`config.mk`:
```
export PLATFORM = sky130hd
export DESIGN_NAME = memx_expand
export DESIGN_NICKNAME = d
export VERILOG_FILES = /design/src/rtl/memx_pkg.sv /design/src/rtl/memx_bank.sv /design/src/rtl/memx_row_decode.sv /design/src/rtl/memx_row.sv /design/src/rtl/memx_expand.sv
export SDC_FILE = /design/constraint.sdc
export NUM_CORES = 1
export LEC_CHECK = 0
export ABC_AREA = 1
export CAP_MARGIN = 20
export CORE_MARGIN = 4
export CORE_UTILIZATION = 35
export DETAILED_ROUTE_END_ITERATION = 8
export GPL_TIMING_DRIVEN = 0
export PLACE_DENSITY = 0.56
export SLEW_MARGIN = 20
export SYNTH_ARGS = -nofsm -noshare
export SYNTH_HDL_FRONTEND = slang
export SYNTH_SLANG_ARGS = --single-unit
```
`constraint.sdc`:
```
create_clock -name clk -period 1.9 [get_ports clk]
set_input_delay 0.38 -clock clk [delete_from_list [all_inputs] [get_ports clk]]
set_output_delay 0.38 -clock clk [all_outputs]
set_load 0.1 [all_outputs]
```
`src/rtl/memx_pkg.sv`:
```
package memx_pkg;
  localparam int unsigned LANE_W = 4;

  function automatic int unsigned row_sel_w(input int unsigned row_bits);
    return (row_bits == 0) ? 1 : row_bits;
  endfunction
endpackage

```
`src/rtl/memx_bank.sv`:
```
module memx_bank #(
  parameter int unsigned AW = 4,
  parameter int unsigned DW = 4
) (
  input  logic          clk,
  input  logic          rst_n,
  input  logic          cs,
  input  logic          we,
  input  logic [AW-1:0] addr,
  input  logic [DW-1:0] wdata,
  output logic [DW-1:0] rdata
);
  localparam int unsigned DEPTH = 1 << AW;

  logic [DW-1:0] mem [DEPTH];
  logic [DW-1:0] rdata_q, rdata_d;
  logic          wr_en, rd_en;

  assign wr_en = cs && we;
  assign rd_en = cs && !we;

  // storage array: behavioural, not reset
  always_ff @(posedge clk) begin
    if (wr_en) mem[addr] <= wdata;
  end

  always_comb begin
    rdata_d = rdata_q;
    if (rd_en) rdata_d = mem[addr];
  end

  always_ff @(posedge clk or negedge rst_n) begin
    if (!rst_n) rdata_q <= '0;
    else        rdata_q <= rdata_d;
  end

  assign rdata = rdata_q;
endmodule

```
`src/rtl/memx_row_decode.sv`:
```
module memx_row_decode #(
  parameter int unsigned ROW_BITS = 1,
  parameter int unsigned SEL_W    = (ROW_BITS == 0) ? 1 : ROW_BITS,
  parameter int unsigned ROWS     = 1 << ROW_BITS
) (
  input  logic             cs,
  input  logic [SEL_W-1:0] row_addr,
  output logic [ROWS-1:0]  row_cs
);
  generate
    if (ROW_BITS == 0) begin : g_single
      logic unused_sel;
      assign unused_sel = ^row_addr;
      assign row_cs     = cs;
    end else begin : g_multi
      for (genvar r = 0; r < ROWS; r++) begin : g_row
        assign row_cs[r] = cs && (row_addr == SEL_W'(r));
      end
    end
  endgenerate
endmodule

```
`src/rtl/memx_row.sv`:
```
module memx_row
  import memx_pkg::*;
#(
  parameter int unsigned AW    = 4,
  parameter int unsigned LANES = 2,
  parameter int unsigned DW    = LANES * LANE_W
) (
  input  logic          clk,
  input  logic          rst_n,
  input  logic          cs,
  input  logic          we,
  input  logic [AW-1:0] addr,
  input  logic [DW-1:0] wdata,
  output logic [DW-1:0] rdata
);
  for (genvar l = 0; l < LANES; l++) begin : g_lane
    memx_bank #(.AW(AW), .DW(LANE_W)) u_bank (
      .clk   (clk),
      .rst_n (rst_n),
      .cs    (cs),
      .we    (we),
      .addr  (addr),
      .wdata (wdata[l*LANE_W +: LANE_W]),
      .rdata (rdata[l*LANE_W +: LANE_W])
    );
  end
endmodule

```
`src/rtl/memx_expand.sv`:
```
module memx_expand
  import memx_pkg::*;
#(
  parameter int unsigned BANK_AW  = 4,
  parameter int unsigned LANES    = 2,
  parameter int unsigned ROW_BITS = 1,
  localparam int unsigned AW      = BANK_AW + ROW_BITS,
  localparam int unsigned DW      = LANES * LANE_W,
  localparam int unsigned ROWS    = 1 << ROW_BITS,
  localparam int unsigned SEL_W   = (ROW_BITS == 0) ? 1 : ROW_BITS
) (
  input  logic          clk,
  input  logic          rst_n,
  input  logic          cs,
  input  logic          we,
  input  logic [AW-1:0] addr,
  input  logic [DW-1:0] wr_data,
  output logic [DW-1:0] rd_data
);
  logic [SEL_W-1:0] row_addr;
  logic [ROWS-1:0]  row_cs;
  logic [DW-1:0]    row_rd [ROWS];
  logic [SEL_W-1:0] sel_row_q, sel_row_d;

  generate
    if (ROW_BITS == 0) begin : g_flat
      assign row_addr = '0;
    end else begin : g_stack
      assign row_addr = addr[AW-1 -: ROW_BITS];
    end
  endgenerate

  memx_row_decode #(.ROW_BITS(ROW_BITS)) u_dec (
    .cs       (cs),
    .row_addr (row_addr),
    .row_cs   (row_cs)
  );

  for (genvar r = 0; r < ROWS; r++) begin : g_row
    memx_row #(.AW(BANK_AW), .LANES(LANES)) u_row (
      .clk   (clk),
      .rst_n (rst_n),
      .cs    (row_cs[r]),
      .we    (we),
      .addr  (addr[BANK_AW-1:0]),
      .wdata (wr_data),
      .rdata (row_rd[r])
    );
  end

  always_comb begin
    sel_row_d = sel_row_q;
    if (cs && !we) sel_row_d = row_addr;
  end

  always_ff @(posedge clk or negedge rst_n) begin
    if (!rst_n) sel_row_q <= '0;
    else        sel_row_q <= sel_row_d;
  end

  assign rd_data = row_rd[sel_row_q];
endmodule

```
== Yosys cells after proc, flatten, opt, wreduce, memory -nomap -nowiden ==
Memories as Yosys holds them, arrays and structs flattened. A register that Yosys moved wholly into a read port is not among the register bits.
Index checks and enable logic that the tools add are counted.

* Order comparisons: 1
* Muxes and demuxes: 7
* Bitwise operators: 2
* Reductions and logical operators: 12

{| class="wikitable"
|+ Operator list
! operator !! number
|-
| $mux 8 || 3
|-
| $logic_and 1x1->1 || 7
|-
| $logic_not 1->1 || 5
|-
| $mux 1 || 4
|-
| $ge 2x2->1 const B || 1
|-
| $not 1->2 || 1
|-
| $not 1->1 || 1
|}

* Register bits: 1
* Bits in writable memories: 256
* Bits of input ports: 17
* Output and inout bits: 8
* Logic and storage cells: 27
* Memories: 4

{| class="wikitable"
|+ Memories
! memory !! depth !! width !! read ports !! clocked after memory_dff !! write ports !! line !! RTL
|-
| g_row[0].u_row.g_lane[0].u_bank.mem || 16 || 4 || 1 || 1 || 1 || memx_bank.sv:15 || <nowiki>logic [DW-1:0] mem [DEPTH];</nowiki>
|-
| g_row[0].u_row.g_lane[1].u_bank.mem || 16 || 4 || 1 || 1 || 1 || memx_bank.sv:15 ||
|-
| g_row[1].u_row.g_lane[0].u_bank.mem || 16 || 4 || 1 || 1 || 1 || memx_bank.sv:15 ||
|-
| g_row[1].u_row.g_lane[1].u_bank.mem || 16 || 4 || 1 || 1 || 1 || memx_bank.sv:15 ||
|}

== Logic depth before layout (Yosys ltp) ==
* Depth after elaboration: 5
* Depth in mapped cells: 12
* Mapped depth without buffers: 9

== Cells and area by module ==
From an unflattened synthesis, not the netlist that was laid out.

* Cells, all modules: 1151
* Area total of the unflattened synthesis: 11845.1 um^2

{| class="wikitable"
|+ By module, submodules not included
! module !! instances !! cells each !! area each (um^2) !! seq. area each (um^2)
|-
| memx_bank || 4 || 279 || 2917.8 || 2021.9
|-
| memx_expand || 1 || 31 || 156.4 || 25.0
|-
| memx_row_decode || 1 || 4 || 17.5 || 0.0
|}

== Least setup slack after synthesis ==
Ideal clock, no wire load.

* Path kind: reg-to-output
* Start point: register sel_row_q
* End point: output port rd_data[6]
* Data arrival time: 2748 ps
* Required time: 1520 ps
* Slack: -1228 ps
* Stages on the path, launching flop included: 3
* Buffers on the path: 1
* Cell sequence: dfrtp_1 > clkbuf_1 > o21ai_0

* Longest elaborated chain between the ends: 4

{| class="wikitable"
|+ RTL lines
! what !! line !! RTL
|-
| start, declared || memx_expand.sv:23 || <nowiki>logic [SEL_W-1:0] sel_row_q, sel_row_d;</nowiki>
|-
| start signal, assigned || memx_expand.sv:58 || <nowiki>else sel_row_q <= sel_row_d;</nowiki>
|-
| $not 1->2 (not written as such) || memx_expand.sv:61 || <nowiki>assign rd_data = row_rd[sel_row_q];</nowiki>
|-
| $mux 8 (not written as such) (3 in a row) || memx_expand.sv:61 ||
|-
| end, declared || memx_expand.sv:18 || <nowiki>output logic [DW-1:0] rd_data</nowiki>
|}

No other way between the ends. The select of a mux whose other input is x is not followed.

== Worst setup path after layout ==
* Start point: register sel_row_q
* End point: output port rd_data[2]

Same word-level chain as after synthesis.

==> flow_summary.ini <==
[sta]
tightest_slew_ps = 779
clock_skew_ps = 6.83
fmax_ghz = 0.523
maxSlewHeadroom = 0.479
finalSetupViolCount = 2
holdWs_ps = 304
finalWorstSetupSlack_ps = -10.8
rsz0062_at_grt = true
hold_viol = 0
fin_crit_ps = 1910
fin_crit_sh = 1.01
maxSlewViolCount = 0

[setup_path]
cp-start-kind = register
worstPathRequired_ps = 1520
worstPathCellList = buf_4, o21ai_1, buf_6
cp_slowest_cell = dfrtp_2
crit_family = flip-flops
path_class = register to primary output
endpoint_kind = primary output
worst-path-max-fanout = 5
cp.buffers_inverters = 2
worst_path_largest_cell_delay_ps = 420
arrival_ps = 1530

[pwr]
irDropWorstVdd_mv = 0.526
p_comb_frac = 0.116
p_per_area_mw_per_mm2 = 941
seqPwrFrac = 0.501
swShare = 0.247
p_int_mw = 10.1
leakage_nw = 5.79
power.switching_mw = 3.31
power_frac_clock = 0.383

[detailed_routing]
vias = 8014
first_pass_iters = 5
wl_per_cell_um = 19.8
viasPerCell = 4.91
drt_iter0_markers = 809
ant_nets = 0
drc_errors = 0
wirelength_mm = 32.2

[cts]
cts_hold_buf = 0
clkTransAtPathRegs_ps = 60
clock_latency_ps = 530
root_buffer = clkbuf_16
htreeDepth = 1
cts.sinks = 273
cts_buffer_depth = 3
cts_tree = done
numCtsBuffers = 28

[yosys]
ys_seq_area_frac = 0.709
synth_top_area_frac = 0.672
ys_warn_count = 0
synth_seq_cells = 273
syn_nets = 1090
synthTopCellsByArea = edfxtp_1 67%, nand2_1 18%, dfrtp_1 3.7%
avgSynthCellArea_um2 = 10.7
synth_largest_area_cell = edfxtp_1
syn_inst = 1073
synth_cell_types = 19
netlist_area_mm2 = 0.0114

[place]
place_congestion = 0.917
hpwl_mm = 21.3
place_ws_ps = -1260
io_buffers = 23

[floorplanning]
die_area_mm2 = 0.0357
core_area_mm2 = 0.0319
die_h_um = 189
rows = 65
chipWidth_um = 189
io_pins = 25
initial_core_util = 0.359

[worst_hold_path]
hp-class = input pin to asynchronous set/reset pin

[global_routing]
grt_first_pass_wirelength_mm = 48.5
antenna_found_initial = 0
first_global_vias = 7804
overflow = 0
grt_max_degree = 33
grt_usage = 0.179

[run_status]
violations = setup timing
status = complete, but fails checks

[final_layout]
drive_gt1_frac = 0.174
syn_to_final_growth_pct = 24.6
layout_common_cells = 529 x nand2_1, 256 x edfxtp_1, 80 x nand3_1
final_common_cell = nand2_1
num_antenna_cells = 0
nets = 1193

[job]
drv_cap = 0
-- through the flow --
step / power (mW) / instances / util / setup TNS, ps / instance area, µm²
after detailed placement: 8.19 / 1531 / 0.387 / -288510 / 12400
after floorplan: 7.71 / 1073 / - / -5870 / 11600
final: 13.4 / 1631 / 0.447 / -14.7 / 14300
after CTS: 13.4 / 1631 / 0.445 / -7400 / 14200
after global routing: 13.9 / 1631 / 0.447 / -131 / 14300
after global placement: 8.20 / 1531 / 0.389 / -364950 / 12400
-- logic make-up (layout without fill, tap and decap cells) --
| kind of cell | Yosys count | in the layout | share of synthesized area |
|---|---|---|---|
| simple gates | 710 | 710 | 0.250 |
| flops | 273 | 273 | 0.709 |
| buf+inv | 81 | 204 | 0.0374 |
| compound gates | 9 | 9 | 0.00394 |
-- power groups by stage --
stage          clock (mW)  combinational, mW  sequential [mW]
2_1_floorplan           0              0.873             6.84
3_3_place_gp            0               1.34             6.86
3_5_place_dp            0               1.34             6.85
4_1_cts              5.20               1.49             6.72
5_1_grt              5.52               1.67             6.73
6_report             5.13               1.56             6.72
-- final timing paths --
| check | depth (start not counted) | slack [ps] | from | endpoint |
|---|---|---|---|---|
| max in group asynchronous | 1 | 1060 | rst_n | sel_row_q$_DFFE_PN0P_ |
| max | 3 | -10 | sel_row_q$_DFFE_PN0P_ | rd_data[2] |
| max reg2reg | 8 | 610 | g_row[0].u_row.g_lane[0].u_bank.mem[6][1]$_DFFE_PP_ | g_row[0].u_row.g_lane[0].u_bank.rdata[1]$_DFFE_PN0P_ |
| min reg2reg | 2 | 510 | g_row[1].u_row.g_lane[1].u_bank.rdata[3]$_DFFE_PN0P_ | g_row[1].u_row.g_lane[1].u_bank.rdata[3]$_DFFE_PN0P_ |
| min | 1 | 300 | rst_n | g_row[1].u_row.g_lane[1].u_bank.rdata[1]$_DFFE_PN0P_ |
| min in group clk | 1 | 400 | wr_data[5] | g_row[0].u_row.g_lane[1].u_bank.mem[0][1]$_DFFE_PP_ |
-- repair_timing --
item	in CTS	in global routing
setup buffers	51	0
pin swaps	32	1
gates resized for setup	116	28
setup endpoints to repair	264	217
-- layout make-up --
class                   instances  area, µm²
flip-flops and latches        273       8110
clock inverters                12       75.1
clock buffers                  38        779
inverters                      27        115
plain buffers                  53        358
multi-input cells             719       3360
well taps                     435        544
repair buffers                 74        916
fillers                      2928      17600
-- cell usage after synthesis --
library cell  instances
nand3_1              82
buf_2                25
nand2_2               1
clkbuf_1              9
nand2_1             534
nand4_1              16
nor2_1               41
dfrtp_1              17
nor3_1               32
buf_6                 7
buf_8                 1
inv_1                25
buf_1                 5
inv_4                 1
inv_2                 1
o21ai_0               9
buf_4                 7
nor2_2                4
edfxtp_1            256
-- registers in the layout, summed over array words and instances (netlist names) --
name / flops
g_row.u_row.g_lane.u_bank.mem: 256
sel_row_q: 1
g_row.u_row.g_lane.u_bank.rdata: 16
-- routing by layer --
| layer | wire length (µm) | GRT usage | up-vias |
|---|---|---|---|
| li1 | - | - | 3807 |
| met1 | 14000 | 0.253 | 3849 |
| met2 | 15000 | 0.292 | 305 |
| met3 | 2310 | 0.0270 | 53 |
| met4 | 908 | 0.0493 | 0 |
| met5 | 0 | 0 | - |
Power figures use the tool's default switching activity.
